--- src/rtl/acq_save_pkg.sv ---
package acq_save_pkg;

  typedef enum logic [0:0] {
    SV_IDLE = 1'b0,
    SV_SAVE = 1'b1
  } save_state_e;

  // Width needed to hold values 0..n-1, never less than one bit.
  function automatic int unsigned idx_width(input int unsigned n);
    return (n > 1) ? $clog2(n) : 1;
  endfunction

endpackage

--- src/rtl/acq_save_fsm.sv ---
module acq_save_fsm
  import acq_save_pkg::*;
(
  input  logic clk,
  input  logic rst,
  input  logic start_i,
  input  logic wr_fire_i,
  input  logic last_i,
  output logic own_o,
  output logic start_take_o,
  output logic done_o
);

  save_state_e state_q, state_d;
  logic        done_q;

  assign start_take_o = (state_q == SV_IDLE) && start_i;

  always_comb begin
    state_d = state_q;
    unique case (state_q)
      SV_IDLE: if (start_i) state_d = SV_SAVE;
      SV_SAVE: if (wr_fire_i && last_i) state_d = SV_IDLE;
      default: state_d = SV_IDLE;
    endcase
  end

  always_ff @(posedge clk) begin
    if (rst) begin
      state_q <= SV_IDLE;
      done_q  <= 1'b0;
    end else begin
      state_q <= state_d;
      done_q  <= wr_fire_i && last_i;
    end
  end

  assign own_o  = (state_q == SV_SAVE);
  assign done_o = done_q;

endmodule

--- src/rtl/acq_sample_ctr.sv ---
module acq_sample_ctr #(
  parameter int unsigned CHANNELS = 2,
  parameter int unsigned POINTS   = 1024,
  localparam int unsigned CH_W    = acq_save_pkg::idx_width(CHANNELS),
  localparam int unsigned PT_W    = acq_save_pkg::idx_width(POINTS)
) (
  input  logic            clk,
  input  logic            rst,
  input  logic            clear_i,
  input  logic            adv_i,
  output logic [CH_W-1:0] ch_o,
  output logic            last_o
);

  localparam logic [CH_W-1:0] CH_LAST = CH_W'(CHANNELS - 1);
  localparam logic [PT_W-1:0] PT_LAST = PT_W'(POINTS - 1);

  logic [CH_W-1:0] ch_q;
  logic [PT_W-1:0] pt_q;
  logic            ch_wrap;

  assign ch_wrap = (ch_q == CH_LAST);
  assign last_o  = ch_wrap && (pt_q == PT_LAST);

  always_ff @(posedge clk) begin
    if (rst || clear_i) begin
      ch_q <= '0;
      pt_q <= '0;
    end else if (adv_i) begin
      if (last_o) begin
        ch_q <= '0;
        pt_q <= '0;
      end else if (ch_wrap) begin
        ch_q <= '0;
        pt_q <= pt_q + 1'b1;
      end else begin
        ch_q <= ch_q + 1'b1;
      end
    end
  end

  assign ch_o = ch_q;

endmodule

--- src/rtl/acq_addr_ctr.sv ---
module acq_addr_ctr #(
  parameter int unsigned ADDR_W = 11,
  parameter int unsigned DEPTH  = 2048
) (
  input  logic              clk,
  input  logic              rst,
  input  logic              adv_i,
  output logic [ADDR_W-1:0] addr_o,
  output logic [ADDR_W-1:0] rec_end_o
);

  localparam logic [ADDR_W-1:0] TOP = ADDR_W'(DEPTH - 1);

  function automatic logic [ADDR_W-1:0] step_addr(input logic [ADDR_W-1:0] a);
    return (a == TOP) ? '0 : a + 1'b1;
  endfunction

  logic [ADDR_W-1:0] addr_q, end_q;

  always_ff @(posedge clk) begin
    if (rst) begin
      addr_q <= '0;
      end_q  <= '0;
    end else if (adv_i) begin
      end_q  <= addr_q;
      addr_q <= step_addr(addr_q);
    end
  end

  assign addr_o    = addr_q;
  assign rec_end_o = end_q;

endmodule

--- src/rtl/acq_save_ctrl.sv ---
module acq_save_ctrl #(
  parameter int unsigned CHANNELS = 2,
  parameter int unsigned POINTS   = 1024,
  parameter int unsigned ADDR_W   = 11,
  parameter int unsigned DEPTH    = 2048,
  localparam int unsigned CH_W    = acq_save_pkg::idx_width(CHANNELS)
) (
  input  logic              clk,
  input  logic              rst,
  input  logic              start_i,
  input  logic              wr_ce_i,
  output logic              mem_we_o,
  output logic [ADDR_W-1:0] mem_addr_o,
  output logic [CH_W-1:0]   mem_ch_o,
  output logic              own_acq_o,
  output logic [ADDR_W-1:0] rec_end_o,
  output logic              done_o
);

  logic wr_fire;
  logic last_write;
  logic start_take;
  logic own;

  assign wr_fire = own && wr_ce_i;

  acq_save_fsm u_fsm (
    .clk         (clk),
    .rst         (rst),
    .start_i     (start_i),
    .wr_fire_i   (wr_fire),
    .last_i      (last_write),
    .own_o       (own),
    .start_take_o(start_take),
    .done_o      (done_o)
  );

  acq_sample_ctr #(.CHANNELS(CHANNELS), .POINTS(POINTS)) u_cnt (
    .clk    (clk),
    .rst    (rst),
    .clear_i(start_take),
    .adv_i  (wr_fire),
    .ch_o   (mem_ch_o),
    .last_o (last_write)
  );

  acq_addr_ctr #(.ADDR_W(ADDR_W), .DEPTH(DEPTH)) u_addr (
    .clk      (clk),
    .rst      (rst),
    .adv_i    (wr_fire),
    .addr_o   (mem_addr_o),
    .rec_end_o(rec_end_o)
  );

  assign mem_we_o  = wr_fire;
  assign own_acq_o = own;

endmodule

--- config.mk ---
export PLATFORM = sky130hd
export DESIGN_NAME = acq_save_ctrl
export DESIGN_NICKNAME = d
export VERILOG_FILES = /design/src/rtl/acq_save_pkg.sv /design/src/rtl/acq_save_fsm.sv /design/src/rtl/acq_sample_ctr.sv /design/src/rtl/acq_addr_ctr.sv /design/src/rtl/acq_save_ctrl.sv
export SDC_FILE = /design/constraint.sdc
export NUM_CORES = 1
export LEC_CHECK = 0
export BUFFER_PORTS_ARGS = -buffer_cell sky130_fd_sc_hd__buf_2
export CELL_PAD_IN_SITES_DETAIL_PLACEMENT = 1
export CELL_PAD_IN_SITES_GLOBAL_PLACEMENT = 2
export CORE_MARGIN = 2
export CORE_UTILIZATION = 34
export CTS_CLUSTER_DIAMETER = 30
export CTS_CLUSTER_SIZE = 20
export DETAILED_ROUTE_END_ITERATION = 8
export PLACE_DENSITY_LB_ADDON = 0.1
export SETUP_SLACK_MARGIN = 0.15
export SYNTH_ARGS = -nofsm -noshare
export SYNTH_HDL_FRONTEND = slang
export SYNTH_SLANG_ARGS = --single-unit
--- constraint.sdc ---
create_clock -name clk -period 3.46 [get_ports clk]
set_input_delay 0.692 -clock clk [delete_from_list [all_inputs] [get_ports clk]]
set_output_delay 0.692 -clock clk [all_outputs]
set_load 0.01 [all_outputs]
== Word-level counts from Yosys, hierarchy flattened ==
Index checks and enable logic that the tools add are counted.
Word-level totals
  input bits: 4
  register bits: 35
  word-level logic and storage cells: 27
  output and inout bits: 26
Cells by class
  multiplexer cells: 8
  reduce and logical (&&, ||, !) cells: 7
  bitwise logic cells: 1
  $add $sub $neg: 3
  equal/unequal tests: 2
Operators with widths (count)
  10-bit 2-to-1 mux: 2
  11-bit by 1-bit adder with 11-bit output, second input constant: 1
  11-bit equality test, second input constant: 1
  11-bit 2-to-1 mux: 1
  10-bit by 1-bit adder with 10-bit output, second input constant: 1
  10-bit equality test, second input constant: 1
  1-bit logical AND: 4
  1-bit 2-to-1 mux: 4
  1-bit case mux with 2 select lines: 1
  2-bit AND reduction: 1
  2-bit nonzero test: 1
  1-bit adder, second input constant: 1
  1-bit logical OR: 1
  1-bit NOT: 1

== Depth between registers and ports, before layout ==
Gate-level depths: netlist of run 1.
  depth in word-level cells: 5
  depth in mapped cells: 6
  depth with buffers taken out: 5

== By module ==
From an unflattened synthesis of run 1, not the netlist that was laid out.
Second synthesis, totals
  cells, all modules: 159
  area total of the unflattened synthesis: 1503.9 sq um
Modules (own cells, without submodules)
  acq_addr_ctr: times used 1, sequential area each 440.4 sq um, cells each 93, area each 912.1 sq um
  acq_sample_ctr: times used 1, sequential area each 220.2 sq um, cells each 58, area each 516.7 sq um
  acq_save_fsm: times used 1, sequential area each 40.0 sq um, cells each 7, area each 68.8 sq um
  acq_save_ctrl: times used 1, sequential area each 0.0 sq um, cells each 1, area each 6.3 sq um

== Worst setup path before layout of run 1 ==
Ideal clock, no wire load.
  path kind: input -> output
  start point: input port wr_ce_i
  end point: output port mem_we_o
  stages on the path: 3
  path slack: 1.621 ns
  arrival: 1.147 ns
  buffers on the path: 1
  data required time: 2.768 ns
  cells stage by stage: nand2_2 clkinv_1 buf_2
On the way
  longest elaborated chain between the ends: 1
RTL lines
  from (decl): RTL line acq_save_ctrl.sv:11  | input logic wr_ce_i,
  1-bit logical AND: RTL line acq_save_ctrl.sv:25  | assign wr_fire = own && wr_ce_i;
  to (decl): RTL line acq_save_ctrl.sv:12  | output logic mem_we_o,
No other way between the ends.

== Worst setup path in the final report of run 1 ==
Same ends and word-level chain as after synthesis.

==> flow_summary.ini, run 1 <==
[final_layout]
post-route-util = 0.4199
final_layout_size_suffix_gt1_frac = 0.2167
final-seq-area_sq_um = 700.7
diodes = 0
syn_to_final_growth_pct = 20.18
fin_cells = 255
n_fill_cell = 520
fin_nets = 208
multi_input_area_sq_um = 752.0

[worst_setup_path]
path_cells = buf_2, nand2_2, clkinv_1, buf_2
criticalPathCategory = in -> out
crit_end = mem_we_o
rr_startpoint = u_fsm.own_o
regToRegSetupSlack_ns = 1.83
cp.arrival_ns = 1.55
cpMaxStageDelayCell = nand2_2
worst_setup_path_end_kind = primary output
required_ns = 2.77
crit_family = buffers and inverters
r2r_cells = 4
worst_setup_path_start_kind = input pin
critPathBufInv = 3
cp_slowest_stage_delay_ns = 0.39
startpoint = wr_ce_i
worst-path-stages = 4
cp_max_fo = 21
cpMostUsedCell = buf_2
worstReg2RegEnd = u_addr.addr_o[3]

[synthesis]
netlist_area_sq_um = 1500
ys_seq_area_frac = 0.4671
netlist_top_cells_count = dfxtp_1 (35), nand2_1 (31), nor2_1 (25), a21oi_1 (13), xnor2_1 (12)
synth.most_common_cell = dfxtp_1
yosysTopAreaCell = dfxtp_1
synth_top_area_frac = 0.4671
synth-seq-cells = 35
yosys_warnings = 0
synthFlopType = dfxtp_1
synthArstFlopShare = 0
synth_cell_type_count = 28
syn_area_per_cell_sq_um = 8.773
synth.net_count = 177
synth_edf_count = 0
synth_cells = 171
synth_area_leaders = dfxtp_1 (47%), nand2_1 (7.8%), xnor2_1 (7.0%)

[detailed_routing]
dr.pass1.iters = 3
drt_iter0_drc = 39
drc = 0
avgRoutedWirePerCell_um = 13.35
via_per_inst = 4.953
drtAntennaViolNets = 0
finalWirelength_um = 3403
vias = 1263

[global_route]
grt_pass1_vias = 1331
overflow = 0
grt_antenna_before_repair = 0
grt_max_degree = 22
track_usage = 0.1563
grt_pass1_wl_um = 6106

[power_and_ir_drop]
seqPwrFrac = 0.499
finalPower_mw = 0.8207
switching_share = 0.2112
p_per_area_nw_per_um2 = 455.2
pwr-share-clk = 0.463
leakage_nw = 0.7523
intPower_mw = 0.6474
p_switching_mw = 0.1733
combPwrFrac = 0.038
worst_ir_drop_vdd_uv = 189.0

[placed_design]
portBuffers = 29
dp.final_hpwl_um = 2551
dp_cells = 247
place_congestion = 0.7730

[clocking]
cts.repair.resized = 0
holdBufCountCts = 0
clkTransAtPathRegs_ns = 0.07
cts_tree = done
cts-htree-levels = 2
postCtsSetupBuffers = 0
clock-sinks = 35
cts.path.max_buffers = 2
insertion_delay_ns = 0.28
cts_made_buffers = 5
cts_root_buf = clkbuf_8

[timing]
tightest_slew_ns = 0.5017
period_needed_ns = 2.238
slew_headroom = 0.6643
fmax_mhz = 446.8
setup_tns_ns = 0
finalSetupViolCount = 0
min_period_over_period = 0.6468
report.final.slew_viol_count = 0
hold_viol_final = 0
rsz0062_at_grt = no
finalClockSkew_ns = 0.009608

[floorplan]
chipWidth_um = 70.43
dieArea_sq_um = 4960
die_h_um = 70.43
fp.coreArea_sq_um = 4294
ioPinCount = 30
initial_utilization = 0.3494
rows = 24

[hold_path]
holdPathStages = 2
hp-class = reg -> reg

[run_status]
status = complete, no violations

[job]
max-cap-violations = 0
metrics by stage:
step | setup WS, ns | hold slack, ns | area (sq um)
floorplan | 1.621 | 0.4805 | 1500
global placement | 1.235 | 0.4424 | 1685
detailed placement | 1.181 | 0.4472 | 1685
CTS | 1.177 | 0.4574 | 1803
global route | 1.070 | 0.4842 | 1803
finish | 1.222 | 0.4553 | 1803
flip-flops by register name, indices dropped and copies added (netlist names):
| signal | count |
|---|---|
| u_fsm.done_o | 1 |
| u_cnt.ch_o | 1 |
| u_addr.addr_o | 11 |
| u_addr.rec_end_o | 11 |
| u_fsm.own_o | 1 |
| u_cnt.pt_q | 10 |
kinds of logic after synthesis:
family / synth area share
AO/OA/AOI/OAI: 0.07256
buffers and inverters: 0.03169
flip-flops: 0.4671
adder cells (fa/ha/maj): 0.01668
AND/OR/NAND/NOR: 0.3069
XOR/XNOR: 0.1051
how the worst min path moves through the flow:
| stage | slack [ns] | startpoint | to |
|---|---|---|---|
| 2_1_floorplan | 0.48 | u_addr.rec_end_o[0] | u_addr.rec_end_o[0] |
| 3_3_place_gp | 0.44 | u_addr.rec_end_o[10] | u_addr.rec_end_o[10] |
| 3_5_place_dp | 0.45 | u_addr.rec_end_o[2] | u_addr.rec_end_o[2] |
| 4_1_cts | 0.46 | u_addr.rec_end_o[2] | u_addr.rec_end_o[2] |
| 5_1_grt | 0.48 | u_addr.rec_end_o[8] | u_addr.rec_end_o[8] |
| 6_report | 0.46 | u_addr.rec_end_o[2] | u_addr.rec_end_o[2] |
power by group through the flow:
stage | clock (mW) | sequential, mW | combinational, mW
floorplan | 0 | 0.419 | 0.0201
global placement | 0 | 0.419 | 0.0310
detailed placement | 0 | 0.419 | 0.0319
CTS | 0.395 | 0.409 | 0.0321
global route | 0.416 | 0.410 | 0.0358
finish | 0.380 | 0.410 | 0.0310
worst reg2reg max path: cells and delay by family (launching register included):
family | cells | cell delay (ns)
and+or+nand+nor | 3 | 0.82
DFF | 1 | 0.46
AOI/OAI and AO/OA | 1 | 0.24
cell usage in the layout, fill, tap and decap left out, types with 2 or more instances in the layout:
| cell type | netlist | layout |
|---|---|---|
| inv_1 | 3 | 3 |
| nand4_1 | 5 | 5 |
| nor2_1 | 25 | 25 |
| and4_1 | 3 | 3 |
| ha_1 | 2 | 2 |
| buf_2 | 2 | 29 |
| xor2_1 | 6 | 6 |
| xnor2_1 | 12 | 12 |
| a21oi_1 | 13 | 13 |
| nor4_4 | 3 | 3 |
| nor3_1 | 6 | 6 |
| and3_1 | 2 | 2 |
| nand3_1 | 8 | 8 |
| dfxtp_1 | 35 | 35 |
| clkbuf_8 | 0 | 6 |
| nand2_1 | 31 | 31 |
layer usage:
layer | track usage | up-vias | part of all wire
met1 | 0.1722 | 603 | 0.44
met5 | 0 | - | 0
met4 | 0.05769 | 0 | 0.0071
met3 | 0.04762 | 2 | 0.030
met2 | 0.2799 | 20 | 0.52
li1 | - | 638 | -
area by class of cell:
class                           instances  area share
Multi-Input combinational cell        126      0.4171
Sequential cell                        35      0.3886
Timing Repair Buffer                   30     0.08466
Clock buffer                            6     0.04580
Tap cell                               52     0.03609
Clock inverter                          2     0.01943
Inverter                                4    0.008328
(Power assumes the default switching activity.)
==> run 2, diff against run 1 <==
Settings changed: CORE_UTILIZATION 34 to 28.
Clock period 3.46 ns to 1.9 ns, I/O delays scaled along.
==> run 2 against run 1 <==
  * Clock skew decreased by 0.0019 ns
  * Worst hold slack got worse by 0.069 ns
  * Final area increased by 2.2%
  * Via count increased by 0.87%
  * Clock power increased by 58%
  * First-iteration DRC count increased by 28%
  * Combinational power increased by 110%
  * Setup slack got worse by 0.93 ns
  * Critical path type is now reg -> out
  * Critical endpoint unchanged
==> flow_summary.ini, run 2 (synthesized netlist as in run 1, its figures left out) <==
[worst_setup_path]
worst_setup_path_start_kind = flop
worst_setup_path_end_kind = primary output
required_ns = 1.52
criticalPathCategory = reg -> out
cp.arrival_ns = 1.23
cp_max_fo = 12

[placed_design]
dp.final_hpwl_um = 2886
portBuffers = 29
place_area_sq_um = 1738
place_ws_ns = 0.3033
place_congestion = 0.8015

[run_status]
status = complete, no violations

[timing]
fmax_mhz = 622.7
report.final.slew_viol_count = 0
setup_tns_ns = 0
fin_ws_ns = 0.2940
min_period_over_period = 0.8452
hold_viol_final = 0
tightest_slew_ns = 0.2999
finalClockSkew_ns = 0.007748
period_needed_ns = 1.606
rsz0062_at_grt = no
slew_headroom = 0.7982
finalSetupViolCount = 0

[clocking]
insertion_delay_ns = 0.29
postCtsSetupBuffers = 0
holdBufCountCts = 0
cts_root_buf = clkbuf_8
cts_tree = done
cts-htree-levels = 2
clkTransAtPathRegs_ns = 0.07
clock-sinks = 35
cts.path.max_buffers = 2
cts_made_buffers = 5
cts.repair.resized = 0

[global_route]
overflow = 0
grt_pass1_wl_um = 6658
grt_pass1_vias = 1392
grt_max_degree = 20
grt_antenna_before_repair = 0
track_usage = 0.1402

[floorplan]
die_h_um = 77.20
ioPinCount = 30
rows = 26
fp.coreArea_sq_um = 5140
dieArea_sq_um = 5959
chipWidth_um = 77.20
initial_utilization = 0.2919

[power_and_ir_drop]
pwr-share-clk = 0.425
leakage_nw = 0.7673
switching_share = 0.2273
worst_ir_drop_vdd_uv = 284.7
intPower_mw = 1.091
seqPwrFrac = 0.529
p_switching_mw = 0.3211
combPwrFrac = 0.047
p_per_area_nw_per_um2 = 766.4

[final_layout]
multi_input_area_sq_um = 757.0
fin_area_sq_um = 1843
n_fill_cell = 643
final_common_cell = dfxtp_1
final_cell_mix = dfxtp_1 (35), nand2_1 (31), buf_2 (29), nor2_1 (25), a21oi_1 (13)
final-seq-area_sq_um = 700.7
diodes = 0
fin_nets = 212
final_layout_size_suffix_gt1_frac = 0.2271
syn_to_final_growth_pct = 22.85

[detailed_routing]
finalWirelength_um = 3843
drt_iter0_drc = 50
via_per_inst = 4.599
drtAntennaViolNets = 0
vias = 1274
avgRoutedWirePerCell_um = 13.87
dr.pass1.iters = 2
drc = 0

[hold_path]
hp-class = in -> reg

[job]
max-cap-violations = 0
## run 2: changes by cell type in the layout (fill, tap and decap cells not counted)
| cell | previous run | this run |
|---|---|---|
| bufinv_16 | 1 | 0 |
| nand2_4 | 0 | 1 |
| nand2_2 | 1 | 0 |
| clkinv_2 | 1 | 0 |
| clkbuf_8 | 6 | 7 |
| clkbuf_1 | 0 | 1 |
| buf_4 | 1 | 5 |
## run 2: power groups by stage
stage	combinational, mW	sequential, mW	clock, mW
3_3_place_gp	0.0655	0.763	0
6_report	0.0661	0.747	0.600
4_1_cts	0.0669	0.746	0.622
2_1_floorplan	0.0367	0.764	0
3_5_place_dp	0.0667	0.763	0
5_1_grt	0.0740	0.747	0.664
## run 2: through the flow
stage / total power, mW / utilization / hold slack (ns) / std cells
3_3_place_gp: 0.8285 / 0.3381 / 0.4415 / 269
3_5_place_dp: 0.8300 / 0.3381 / 0.4465 / 269
5_1_grt: 1.485 / 0.3586 / 0.3926 / 277
2_1_floorplan: 0.8002 / - / 0.4805 / 171
4_1_cts: 1.435 / 0.3576 / 0.3776 / 277
6_report: 1.412 / 0.3586 / 0.3863 / 277
## run 2: layout make-up
type,instances,area share
clock buffer,8,0.05431
sequential,35,0.3802
inverter,4,0.008147
tap,70,0.04752
multi-input combinational,126,0.4107
timing repair buffer,34,0.09912
## run 2: final timing paths
check             cells after the start           startpoint             endpoint  slack, ns
hold reg to reg                       2  u_addr.rec_end_o[9]  u_addr.rec_end_o[9]       0.45
hold / removal                        3              start_i          u_fsm.own_o       0.39
setup reg to reg                      5        u_cnt.pt_q[0]        u_cnt.pt_q[7]       0.34
setup / recovery                      3          u_fsm.own_o             mem_we_o       0.29
## run 2: routing by layer
layer	routed length, um	global-route usage	up-vias
met5	0	0	-
met3	118	0.02824	5
met4	63	0.05893	0
li1	-	-	648
met2	1943	0.2530	22
met1	1717	0.1594	599
## run 2: critical path, stage by stage (launching register included)
cell and delay [ns]:
dfxtp_1 0.50, nand2_4 0.19, clkinv_1 0.11, buf_2 0.15
